<file path="config.mk">
export PLATFORM = sky130hd
export DESIGN_NAME = pfs_top
export DESIGN_NICKNAME = d
export VERILOG_FILES = /design/src/rtl/pfs_pkg.sv /design/src/rtl/pfs_plan.sv /design/src/rtl/pfs_seq.sv /design/src/rtl/pfs_top.sv
export SDC_FILE = /design/constraint.sdc
export NUM_CORES = 1
export LEC_CHECK = 0
export BUFFER_PORTS_ARGS = -buffer_cell sky130_fd_sc_hd__buf_2
export CAP_MARGIN = 25
export CORE_AREA = 5 5 42 44
export DETAILED_ROUTE_END_ITERATION = 12
export DIE_AREA = 0 0 47 49
export GPL_ROUTABILITY_DRIVEN = 0
export SLEW_MARGIN = 20
export SYNTH_ARGS = -nofsm -noshare
export SYNTH_HDL_FRONTEND = slang
export SYNTH_HIERARCHICAL = 1
export SYNTH_SLANG_ARGS = --single-unit
</file>
<file path="constraint.sdc">
create_clock -name clk -period 2.2 [get_ports clk]
set_input_delay 0.44 -clock clk [delete_from_list [all_inputs] [get_ports clk]]
set_output_delay 0.44 -clock clk [all_outputs]
set_load 0.01 [all_outputs]
</file>
<file path="src/rtl/pfs_pkg.sv">
// Package: shared step encoding for the prefetch step generator.
// Bit index of a step equals its position in the fixed run order.
package pfs_pkg;
    localparam int STEP_N   = 3;
    localparam int IDX_PKT  = 0;
    localparam int IDX_DESC = 1;
    localparam int IDX_DATA = 2;

    typedef logic [STEP_N-1:0] step_mask_t;

    // Isolate the lowest set bit (earliest pending step in run order).
    function automatic step_mask_t lowest_one(step_mask_t m);
        return m & (~m + step_mask_t'(1));
    endfunction
endpackage

</file>
<file path="src/rtl/pfs_plan.sv">
// pfs_plan: turns the command flags into the mask of prefetch steps.
// Assumes: purely combinational; caller samples the result only at start.
module pfs_plan
    import pfs_pkg::*;
(
    input  logic       pf_en_i,
    input  logic       wr_i,
    input  logic       pkt_i,
    output step_mask_t mask_o
);
    // Select steps: packet bytes for packet commands, data for writes.
    always_comb begin
        mask_o = '0;
        if (pf_en_i) begin
            mask_o[IDX_PKT]  = pkt_i;
            mask_o[IDX_DESC] = 1'b1;
            mask_o[IDX_DATA] = wr_i;
        end
    end
endmodule

</file>
<file path="src/rtl/pfs_seq.sv">
// pfs_seq: walks a step mask from lowest to highest bit, one request at a
// time, each held until done, then pulses return-to-idle for one cycle.
// Assumes: start_i is asserted only while active_o is low.
module pfs_seq
    import pfs_pkg::*;
(
    input  logic       clk,
    input  logic       rst_n,
    input  logic       start_i,
    input  step_mask_t mask_i,
    input  logic       done_i,
    output step_mask_t req_o,
    output logic       ret_o,
    output logic       active_o
);
    step_mask_t req_q;
    step_mask_t rem_q;
    logic       ret_q;
    step_mask_t first_s;
    step_mask_t next_s;

    // Pick the earliest step of the new plan and of the remaining plan.
    always_comb begin
        first_s = lowest_one(mask_i);
        next_s  = lowest_one(rem_q);
    end

    // Advance the current request, remaining mask and return strobe.
    always_ff @(posedge clk) begin
        if (!rst_n) begin
            req_q <= '0;
            rem_q <= '0;
            ret_q <= 1'b0;
        end else if (start_i) begin
            req_q <= first_s;
            rem_q <= mask_i & ~first_s;
            ret_q <= (mask_i == '0);
        end else if ((req_q != '0) && done_i) begin
            req_q <= next_s;
            rem_q <= rem_q & ~next_s;
            ret_q <= (rem_q == '0);
        end else begin
            ret_q <= 1'b0;
        end
    end

    assign req_o    = req_q;
    assign ret_o    = ret_q;
    assign active_o = (req_q != '0) || ret_q;

    AST_REQ_ONEHOT: assert property (@(posedge clk) disable iff (!rst_n)
        $onehot0(req_q) && !(ret_q && (req_q != '0)));
    AST_REQ_HOLD: assert property (@(posedge clk) disable iff (!rst_n)
        ((req_q != '0) && !done_i && !start_i) |=> (req_q == $past(req_q)));
    AST_RET_PULSE: assert property (@(posedge clk) disable iff (!rst_n)
        ret_q |=> !ret_q);
endmodule

</file>
<file path="src/rtl/pfs_top.sv">
// pfs_top: prefetch step generator. Accepts a success strobe when idle,
// plans the steps from the flags sampled then, and runs them in order.
// A strobe during an active sequence is dropped and flagged for one cycle.
// Assumes: step_done_i is meaningful only while a request is high.
module pfs_top
    import pfs_pkg::*;
(
    input  logic clk,
    input  logic rst_n,
    input  logic cmd_sent_i,
    input  logic pf_en_i,
    input  logic wr_i,
    input  logic pkt_i,
    input  logic step_done_i,
    output logic req_pkt_o,
    output logic req_desc_o,
    output logic req_data_o,
    output logic idle_ret_o,
    output logic overlap_err_o
);
    step_mask_t plan_s;
    step_mask_t req_s;
    logic       busy_s;
    logic       accept_s;
    logic       ovl_q;

    pfs_plan u_plan (
        .pf_en_i (pf_en_i),
        .wr_i    (wr_i),
        .pkt_i   (pkt_i),
        .mask_o  (plan_s)
    );

    // Accept a strobe only when no sequence is in flight.
    assign accept_s = cmd_sent_i && !busy_s;

    pfs_seq u_seq (
        .clk      (clk),
        .rst_n    (rst_n),
        .start_i  (accept_s),
        .mask_i   (plan_s),
        .done_i   (step_done_i),
        .req_o    (req_s),
        .ret_o    (idle_ret_o),
        .active_o (busy_s)
    );

    // Register a one-cycle overlap error for a strobe that was dropped.
    always_ff @(posedge clk) begin
        if (!rst_n) ovl_q <= 1'b0;
        else        ovl_q <= cmd_sent_i && busy_s;
    end

    assign overlap_err_o = ovl_q;
    assign req_pkt_o     = req_s[IDX_PKT];
    assign req_desc_o    = req_s[IDX_DESC];
    assign req_data_o    = req_s[IDX_DATA];

    AST_OVERLAP_FLAG: assert property (@(posedge clk) disable iff (!rst_n)
        (cmd_sent_i && busy_s) |=> (overlap_err_o && !$rose(req_pkt_o || req_desc_o)));
    AST_NO_PF_RET: assert property (@(posedge clk) disable iff (!rst_n)
        (accept_s && !pf_en_i) |=> (idle_ret_o && !req_pkt_o && !req_desc_o && !req_data_o));
    AST_PF_FIRST_REQ: assert property (@(posedge clk) disable iff (!rst_n)
        (accept_s && pf_en_i) |=> (!idle_ret_o && (req_pkt_o || req_desc_o)));
    AST_IDLE_DONE_QUIET: assert property (@(posedge clk) disable iff (!rst_n)
        (!busy_s && !cmd_sent_i) |=> (!idle_ret_o && !req_pkt_o && !req_desc_o && !req_data_o));
endmodule

</file>
==> flow_metrics.env, run 1 <==
export IMPL_status="complete, no violations"
export IMPL_antenna_found_initial=0
export IMPL_synth_top_cell_area_share_pct=38.23
export IMPL_grt_max_degree=15
export IMPL_cts_htree_levels=1
export IMPL_setup_tns_ns=0
export IMPL_synthCells=38
export IMPL_path_cells="or4_1 > and2b_2 > nor4b_1 > o21a_1"
export IMPL_vias=345
export IMPL_critPathMaxFanout=14
export IMPL_first_pass_iters=4
export IMPL_overflow=0
export IMPL_area_growth_synth_to_final_pct=22.53
export IMPL_grt_busiest_layer="met1"
export IMPL_r2r_slack_ns=0.46
export IMPL_power_density_nw_per_um2=671.5
export IMPL_drive_gt1_share_pct=34.00
export IMPL_synth_edf_count=0
export IMPL_netlist_top_cells_count="7 x dfxtp_1, 4 x nor3b_1, 3 x nand2_1"
export IMPL_n_antenna_cell=0
export IMPL_placed_area_um2=422.9
export IMPL_drt_total_wl_um=863
export IMPL_track_usage_pct=9.027
export IMPL_arrival_ns=1.94
export IMPL_ys_seq_area_share_pct=38.23
export IMPL_grt_pass1_wl_um=1462
export IMPL_clkTransAtPathRegs_ns=0.05
export IMPL_initial_core_util_pct=26.16
export IMPL_port_buffers=11
export IMPL_max_slew_margin_pct=80.57
export IMPL_grt_pass1_vias=308
export IMPL_via_per_inst=5.227
export IMPL_syn_avg_cell_area_um2=9.647
export IMPL_layout_nets=58
export IMPL_cts_tree="built"
export IMPL_crit_buf_inv=0
export IMPL_cts_buffer_depth=2
export IMPL_drtIter0Drc=10
export IMPL_antenna_left=0
export IMPL_num_rows=14
export IMPL_setup_viol=0
export IMPL_synth_async_reset_ratio_pct=0
export IMPL_io_pins=12
export IMPL_die_area_um2=2303
export IMPL_grtUsageMet2_pct=9.955
export IMPL_syn_nets=45
export IMPL_synth_top_flop_cell="dfxtp_1"
export IMPL_yosysTopAreaCell="dfxtp_1"
export IMPL_fillers=169
export IMPL_synth_area_top_cells="dfxtp_1 38%, nor3b_1 8.2%, o31ai_4 5.8%, nor4b_1 4.8%, o31a_1 4.8%"
export IMPL_hold_depth=2
export IMPL_ff2ff_path_depth=4
export IMPL_use_met1_pct=12.14
export IMPL_final_area_um2=449.2
export IMPL_worst_pin_slew_ns=0.2875
export IMPL_insertion_delay_ns=0.26
export IMPL_crit_slowest_cell="or4_1"
export IMPL_cp_slowest_stage_delay_ns=0.54
export IMPL_cpLargestDelayFamily="simple AND/OR/NAND/NOR gates"
export IMPL_path_depth=4
export IMPL_path_class="reg2reg"
export IMPL_fmax_ghz=0.5750
export IMPL_hp_class="in2reg"
export IMPL_fin_crit_sh_pct=79.06
export IMPL_cts_resized=0
export IMPL_synth_area_um2=366.6
export IMPL_yosysMostFrequentCell="dfxtp_1"
export IMPL_required_ns=2.40
export IMPL_min_period_ns=1.739
export IMPL_cts_setup_buffers=0
export IMPL_dieHeight_um=49
export IMPL_ys_types=23
export IMPL_ir_drop_mv=0.2234
export IMPL_die_w_um=47
export IMPL_yosys_warnings=6
export IMPL_grt_setup_unrepaired="no"
export IMPL_drcViolationCount=0
export IMPL_cts_made_buffers=3
export IMPL_cts_hold_buf=0
export IMPL_use_met3_pct=5.166
export IMPL_cts_root_buf="clkbuf_4"
export IMPL_hold_viol_final=0
export IMPL_hpwl_um=602.7
export IMPL_worstSetupStartpointType="register"
export IMPL_wl_per_cell_um=13.08
export IMPL_cts_sinks=7
export IMPL_finalClockSkew_ns=0.0003731
export IMPL_p_leak_nw=0.1864
export IMPL_maxCapViolations=0
export IMPL_ys_ff_latch=7
export IMPL_report_final_slew_viol_count=0
export IMPL_coreArea_um2=1401
export IMPL_end_kind="register"
==> power breakdown <==
part,switching (mW),internal [mW]
clock network,0.0521,0.0695
logic,0.0241,0.0197
registers,0.00438,0.132
==> cells by family after synthesis <==
family / synth area share [%]
buffers and inverters: 5.117
DFF: 38.22
AOI/OAI and AO/OA: 18.43
and+or+nand+nor: 38.23
==> worst paths after layout <==
kind	from	to
worst min register to register	u_seq/rem_q[2]	u_seq/rem_q[2]
worst max-delay path	u_seq/req_o[2]	u_seq/ret_o
worst min-delay path	cmd_sent_i	overlap_err_o
worst max register to register	u_seq/req_o[2]	u_seq/ret_o
==> cells in the final DEF (no fill, tap or decap), drive strengths merged, types with 2 or more instances in the layout <==
cell,n
nor3b,4
nand2,3
o31ai,2
dfxtp,7
o31a,2
clkbuf,4
and2,2
buf,11
nor4b,2
==> area by class of cell <==
| class | instances | area (um2) | share of cell area, % |
|---|---|---|---|
| Timing Repair Buffer | 11 | 55.05 | 12.26 |
| Sequential cell | 7 | 140.1 | 31.20 |
| Tap cell | 16 | 20.02 | 4.457 |
| Multi-Input combinational cell | 28 | 207.7 | 46.24 |
| Clock buffer | 4 | 26.28 | 5.850 |
==> stage by stage <==
stage / hold WS (ns) / power, mW / utilization [%] / cells / setup WS [ns]
after CTS: 0.4375 / 0.3069 / 32.05 / 66 / 0.4748
after detailed placement: 0.4770 / 0.1822 / 30.18 / 62 / 0.4876
after global placement: 0.4779 / 0.1817 / 30.18 / 62 / 0.5254
final: 0.4427 / 0.3016 / 32.05 / 66 / 0.4607
after floorplan: 0.4528 / 0.1705 / - / 38 / 0.5032
after global routing: 0.4414 / 0.3216 / 32.05 / 66 / 0.3190
==> worst reg2reg max path: stages, from the launching register on <==
cell and delay, ns:
dfxtp_1 0.34, or4_1 0.54, and2b_2 0.36, nor4b_1 0.28, o21a_1 0.16
==> registers in the layout, indices dropped and copies added (netlist names) <==
| register | cells |
|---|---|
| overlap_err_o | 1 |
| u_seq/rem_q | 2 |
| u_seq/req_o | 3 |
| u_seq/ret_o | 1 |
==> layer usage <==
metal	wire length, um	up-vias	part of all wire, %
met5	0	-	0
li1	-	167	-
met2	377	18	44
met3	84	2	9.7
met4	20	0	2.3
met1	380	158	44
No activity file was read; power rests on OpenSTA's default activity.
==> run 2: changes to the inputs <==
==> constraint.sdc (replaced) <==
create_clock -name clk -period 1.6 [get_ports clk]
set_input_delay 0.32 -clock clk [delete_from_list [all_inputs] [get_ports clk]]
set_output_delay 0.32 -clock clk [all_outputs]
set_load 0.01 [all_outputs]
==> run 2 against run 1 <==
Critical path depth stayed put. Fmax is 9.6% higher. Worst hold slack worse by 0.11 ns. Setup slack worse by 0.45 ns. Final area is 19% higher. Combinational power is 110% higher. Final cell count is 9.1% higher. Total power is 47% higher. Die area stayed put. Routed wire length is 18% higher. Register-to-register slack worse by 0.45 ns. Utilization is 6.2 points higher. Critical path type unchanged. Largest power group unchanged. Highest routed layer unchanged.
==> flow_metrics.env, run 2 (synthesis gave the netlist of run 1 again) <==
export IMPL_status="complete, no violations"
export IMPL_hpwl_um=680.1
export IMPL_crit_slowest_cell="or4_4"
export IMPL_pre_cts_slack_ns=-0.03769
export IMPL_grt_max_degree=10
export IMPL_io_pins=12
export IMPL_overflow=0
export IMPL_n_antenna_cell=0
export IMPL_largest_reg_flops=3
export IMPL_via_per_inst=5.167
export IMPL_fmax_ghz=0.6304
export IMPL_grt_pass1_wl_um=1718
export IMPL_wl_per_cell_um=14.18
export IMPL_critPathMaxFanout=6
export IMPL_min_delay_start="cmd_sent_i"
export IMPL_clkTransAtPathRegs_ns=0.05
export IMPL_initial_core_util_pct=26.16
export IMPL_path_cells="or4_4 > and2b_4 > nor3b_1 > o31a_1"
export IMPL_timing_rr_end="u_seq/req_o[1]"
export IMPL_cts_htree_levels=1
export IMPL_dieHeight_um=49
export IMPL_total_power_mw=0.4446
export IMPL_cts_sinks=7
export IMPL_ff2ff_path_depth=4
export IMPL_cpLargestDelayFamily="simple AND/OR/NAND/NOR gates"
export IMPL_worst_pin_slew_ns=0.3191
export IMPL_finalClockSkew_ns=0.001730
export IMPL_post_route_util_pct=38.21
export IMPL_r2r_slack_ns=0.01
export IMPL_drcViolationCount=0
export IMPL_num_rows=14
export IMPL_setup_tns_ns=0
export IMPL_setup_viol=0
export IMPL_grt_pass1_vias=394
export IMPL_arrival_ns=1.73
export IMPL_cts_root_buf="clkbuf_4"
export IMPL_insertion_delay_ns=0.26
export IMPL_fin_crit_sh_pct=99.14
export IMPL_cts_tree="built"
export IMPL_fin_ws_ns=0.01372
export IMPL_worstSetupStartpointType="register"
export IMPL_power_density_nw_per_um2=830.2
export IMPL_hp_class="in2reg"
export IMPL_hold_viol_final=0
export IMPL_cp_slowest_stage_delay_ns=0.52
export IMPL_report_final_slew_viol_count=0
export IMPL_antenna_left=0
export IMPL_end_kind="register"
export IMPL_antenna_found_initial=0
export IMPL_required_ns=1.75
export IMPL_die_area_um2=2303
export IMPL_grt_setup_unrepaired="yes"
export IMPL_whs_endpoint="overlap_err_o"
export IMPL_cts_hold_buf=0
export IMPL_r2r_start="u_seq/ret_o"
export IMPL_vias=372
export IMPL_final_common_cell="buf_2"
export IMPL_drtIter0Drc=2
export IMPL_die_w_um=47
export IMPL_hold_depth=2
export IMPL_drive_gt1_share_pct=53.57
export IMPL_final_cell_mix="11 x buf_2, 4 x dfxtp_1, 4 x buf_4"
export IMPL_p_leak_nw=0.2280
export IMPL_cts_made_buffers=3
export IMPL_path_class="reg2reg"
export IMPL_port_buffers=11
export IMPL_area_growth_synth_to_final_pct=46.08
export IMPL_ir_drop_mv=0.3923
export IMPL_cts_buffer_depth=2
export IMPL_first_pass_iters=4
export IMPL_coreArea_um2=1401
export IMPL_fillers=156
export IMPL_drt_total_wl_um=1021
export IMPL_layout_nets=64
export IMPL_maxCapViolations=0
export IMPL_crit_buf_inv=0
export IMPL_min_period_ns=1.586
export IMPL_max_slew_margin_pct=78.72
export IMPL_cts_setup_buffers=0
export IMPL_stdcell_count=72
export IMPL_dp_cells=67
export IMPL_track_usage_pct=10.63
-- run 2: metal layers --
| layer | track usage (%) | share of wire (%) |
|---|---|---|
| met5 | 0 | 0 |
| met4 | 9.677 | 2.4 |
| met3 | 3.321 | 5.2 |
| met2 | 15.61 | 50 |
| met1 | 11.43 | 42 |
-- run 2: repair_timing --
item	CTS	global route
endpoints found under the hold margin	0	0
cloned	1	0
resized for setup	2	6
pin swaps	0	1
setup endpoints to repair	3	5
-- run 2: report_power, final --
group / switching [mW] / leakage [nW] / internal, mW
Combinational: 0.0452 / 0.154 / 0.0483
Clock: 0.0709 / 0.0150 / 0.0955
Sequential: 0.00415 / 0.0586 / 0.180
-- run 2: stage by stage --
step | cell area, um2 | hold slack, ns
finish | 535.5 | 0.3356
global route | 535.5 | 0.3300
CTS | 510.5 | 0.3347
detailed placement | 471.7 | 0.4962
global placement | 471.7 | 0.4787
floorplan | 381.6 | 0.4528
-- run 2: layout make-up --
| cell class | instances | area [um2] | area share, % |
|---|---|---|---|
| flip-flops and latches | 7 | 146.4 | 27.34 |
| clock buffers | 4 | 26.28 | 4.907 |
| well taps | 16 | 20.02 | 3.738 |
| multi-input cells | 29 | 246.5 | 46.03 |
| repair buffers | 16 | 96.34 | 17.99 |
-- run 2: worst max-delay path by stage --
| stage | from | endpoint | slack [ns] | cells past startpoint |
|---|---|---|---|---|
| after global placement | u_seq/req_o[0] | u_seq/req_o[1] | -0.009 | 4 |
| after detailed placement | u_seq/ret_o | u_seq/req_o[1] | -0.04 | 4 |
| after CTS | u_seq/ret_o | u_seq/req_o[1] | 0.02 | 4 |
| final | u_seq/ret_o | u_seq/req_o[1] | 0.01 | 4 |
| after global routing | u_seq/ret_o | u_seq/req_o[2] | -0.06 | 5 |
| after floorplan | u_seq/req_o[0] | u_seq/req_o[1] | -0.03 | 5 |
==> run 3: changes to the inputs <==
--- a/config.mk
+++ b/config.mk
@@ -11,6 +11,7 @@
 export DETAILED_ROUTE_END_ITERATION = 12
 export DIE_AREA = 0 0 47 49
 export GPL_ROUTABILITY_DRIVEN = 0
+export GPL_TIMING_DRIVEN = 0
 export SLEW_MARGIN = 20
 export SYNTH_ARGS = -nofsm -noshare
 export SYNTH_HDL_FRONTEND = slang
==> constraint.sdc (replaced) <==
create_clock -name clk -period 1.6 [get_ports clk]
set_input_delay 0.08 -clock clk [delete_from_list [all_inputs] [get_ports clk]]
set_output_delay 0.08 -clock clk [all_outputs]
set_load 0.01 [all_outputs]
==> run 3 against run 2 <==
The run now ends with negative setup slack left. Clock power hardly changed. Final area fell by 0.23%. Via count shrank 1.1%. Clock skew is essentially flat. Register-to-register slack worse by 0.03 ns. Worst hold slack got worse by 0.25 ns. Setup slack got worse by 0.031 ns. Critical path type unchanged. Largest power group unchanged.
==> flow_metrics.env, run 3 (synthesis gave the netlist of run 1 again) <==
export IMPL_clkTransAtPathRegs_ns=0.06
export IMPL_fin_ws_ns=-0.01725
export IMPL_dieHeight_um=49
export IMPL_violations="negative setup slack"
export IMPL_io_pins=12
export IMPL_cts_tree="built"
export IMPL_fillers=141
export IMPL_cts_root_buf="clkbuf_4"
export IMPL_report_final_slew_viol_count=0
export IMPL_antenna_left=0
export IMPL_worst_pin_slew_ns=0.3403
export IMPL_finalClockSkew_ns=0.001401
export IMPL_grt_max_degree=9
export IMPL_status="finished with violations"
export IMPL_cpLargestDelayFamily="simple AND/OR/NAND/NOR gates"
export IMPL_max_slew_margin_pct=77.31
export IMPL_via_per_inst=4.973
export IMPL_cp_slowest_stage_delay_ns=0.50
export IMPL_drcViolationCount=0
export IMPL_required_ns=1.74
export IMPL_maxCapViolations=0
export IMPL_fmax_ghz=0.6183
export IMPL_overflow=0
export IMPL_drt_total_wl_um=889
export IMPL_cts_htree_levels=1
export IMPL_die_w_um=47
export IMPL_num_rows=14
export IMPL_critPathMaxFanout=8
export IMPL_die_area_um2=2303
export IMPL_grt_pass1_vias=354
export IMPL_cts_buffer_depth=2
export IMPL_post_route_util_pct=38.13
export IMPL_path_cells="or4_4 > and2b_2 > buf_6 > nor3b_1 > o31a_1"
export IMPL_drtIter0Drc=6
export IMPL_largest_reg_flops=3
export IMPL_crit_buf_inv=1
export IMPL_initial_core_util_pct=26.16
export IMPL_track_usage_pct=9.174
export IMPL_worstSetupStartpointType="register"
export IMPL_final_common_cell="buf_2"
export IMPL_port_buffers=11
export IMPL_min_period_ns=1.617
export IMPL_final_area_um2=534.3
export IMPL_hpwl_um=611.4
export IMPL_hp_class="in2reg"
export IMPL_antenna_found_initial=0
export IMPL_placed_area_um2=456.7
export IMPL_arrival_ns=1.76
export IMPL_drive_gt1_share_pct=53.45
export IMPL_n_antenna_cell=0
export IMPL_crit_slowest_cell="or4_4"
export IMPL_fin_crit_sh_pct=101.1
export IMPL_vias=368
export IMPL_path_class="reg2reg"
export IMPL_layout_nets=66
export IMPL_end_kind="register"
export IMPL_stdcell_count=74
export IMPL_ir_drop_mv=0.3921
export IMPL_dp_cells=65
export IMPL_grt_setup_unrepaired="yes"
export IMPL_setup_viol=2
export IMPL_setup_tns_ns=-0.02890
export IMPL_grt_pass1_wl_um=1497
export IMPL_p_leak_nw=0.2293
export IMPL_hold_viol_final=0
export IMPL_coreArea_um2=1401
export IMPL_wl_per_cell_um=12.01
export IMPL_final_cell_mix="11 x buf_2, 6 x buf_4, 4 x nor3b_1"
export IMPL_area_growth_synth_to_final_pct=45.73
export IMPL_insertion_delay_ns=0.25
export IMPL_cts_hold_buf=0
export IMPL_power_density_nw_per_um2=817.6
export IMPL_first_pass_iters=4
export IMPL_cts_sinks=7
export IMPL_cts_made_buffers=3
export IMPL_hold_slack_ns=0.08265
## run 3: changes by cell type in the layout (fill, tap and decap cells not counted)
cell,before,now
clkbuf_1,1,2
dfxtp_4,1,2
and2b_4,1,0
nor3b_1,3,4
nor3b_2,1,0
nor4b_4,1,0
dfxtp_1,4,3
buf_4,4,6
nor4b_2,0,1
## run 3: routing by layer
metal  global-route usage (%)  vias to the layer above  part of all wire (%)
met5                        0                        -                     0
met2                    13.35                       13                    48
li1                         -                      184                     -
met3                    3.321                        2                   6.2
met1                    10.40                      169                    44
met4                    6.912                        0                   1.6
## run 3: final timing paths
kind / startpoint / endpoint / slack, ns / depth (start not counted)
setup / recovery: u_seq/req_o[2] / u_seq/req_o[1] / -0.02 / 5
setup reg to reg: u_seq/req_o[2] / u_seq/req_o[1] / -0.02 / 5
hold reg to reg: u_seq/rem_q[2] / u_seq/rem_q[2] / 0.50 / 2
hold / removal: cmd_sent_i / overlap_err_o / 0.08 / 2
## run 3: through the flow
step	total power [mW]	worst slack (ns)
floorplan	0.2370	-0.03374
global placement	0.2595	-0.09497
detailed placement	0.2597	-0.08961
CTS	0.4366	-0.02758
global route	0.4642	-0.07450
finish	0.4368	-0.01725
## run 3: where the power goes
group          internal, mW  switching, mW  total [mW]
clock network        0.0954         0.0690       0.164
logic                0.0482         0.0383      0.0865
registers             0.180        0.00630       0.186
## run 3: worst register-to-register path, delay by kind of cell (launching register included)
kind | cells | cell delay [ns]
buffers and inverters | 1 | 0.12
AOI/OAI and AO/OA | 1 | 0.26
and+or+nand+nor | 3 | 0.79
DFF | 1 | 0.34
## run 3: what timing repair did
| action | 4_1_cts | 5_1_grt |
|---|---|---|
| cloned | 0 | 0 |
| gates resized for setup | 1 | 4 |
| setup buffers | 4 | 1 |
| pin swaps | 1 | 0 |
| setup endpoints to repair | 3 | 6 |
## run 3: layout make-up
class / count / area [um2] / share of cell area [%]
multi-input cells: 28 / 222.7 / 41.69
repair buffers: 16 / 92.59 / 17.33
well taps: 16 / 20.02 / 3.747
flip-flops and latches: 7 / 150.1 / 28.10
clock buffers: 4 / 26.28 / 4.918
plain buffers: 3 / 22.52 / 4.215
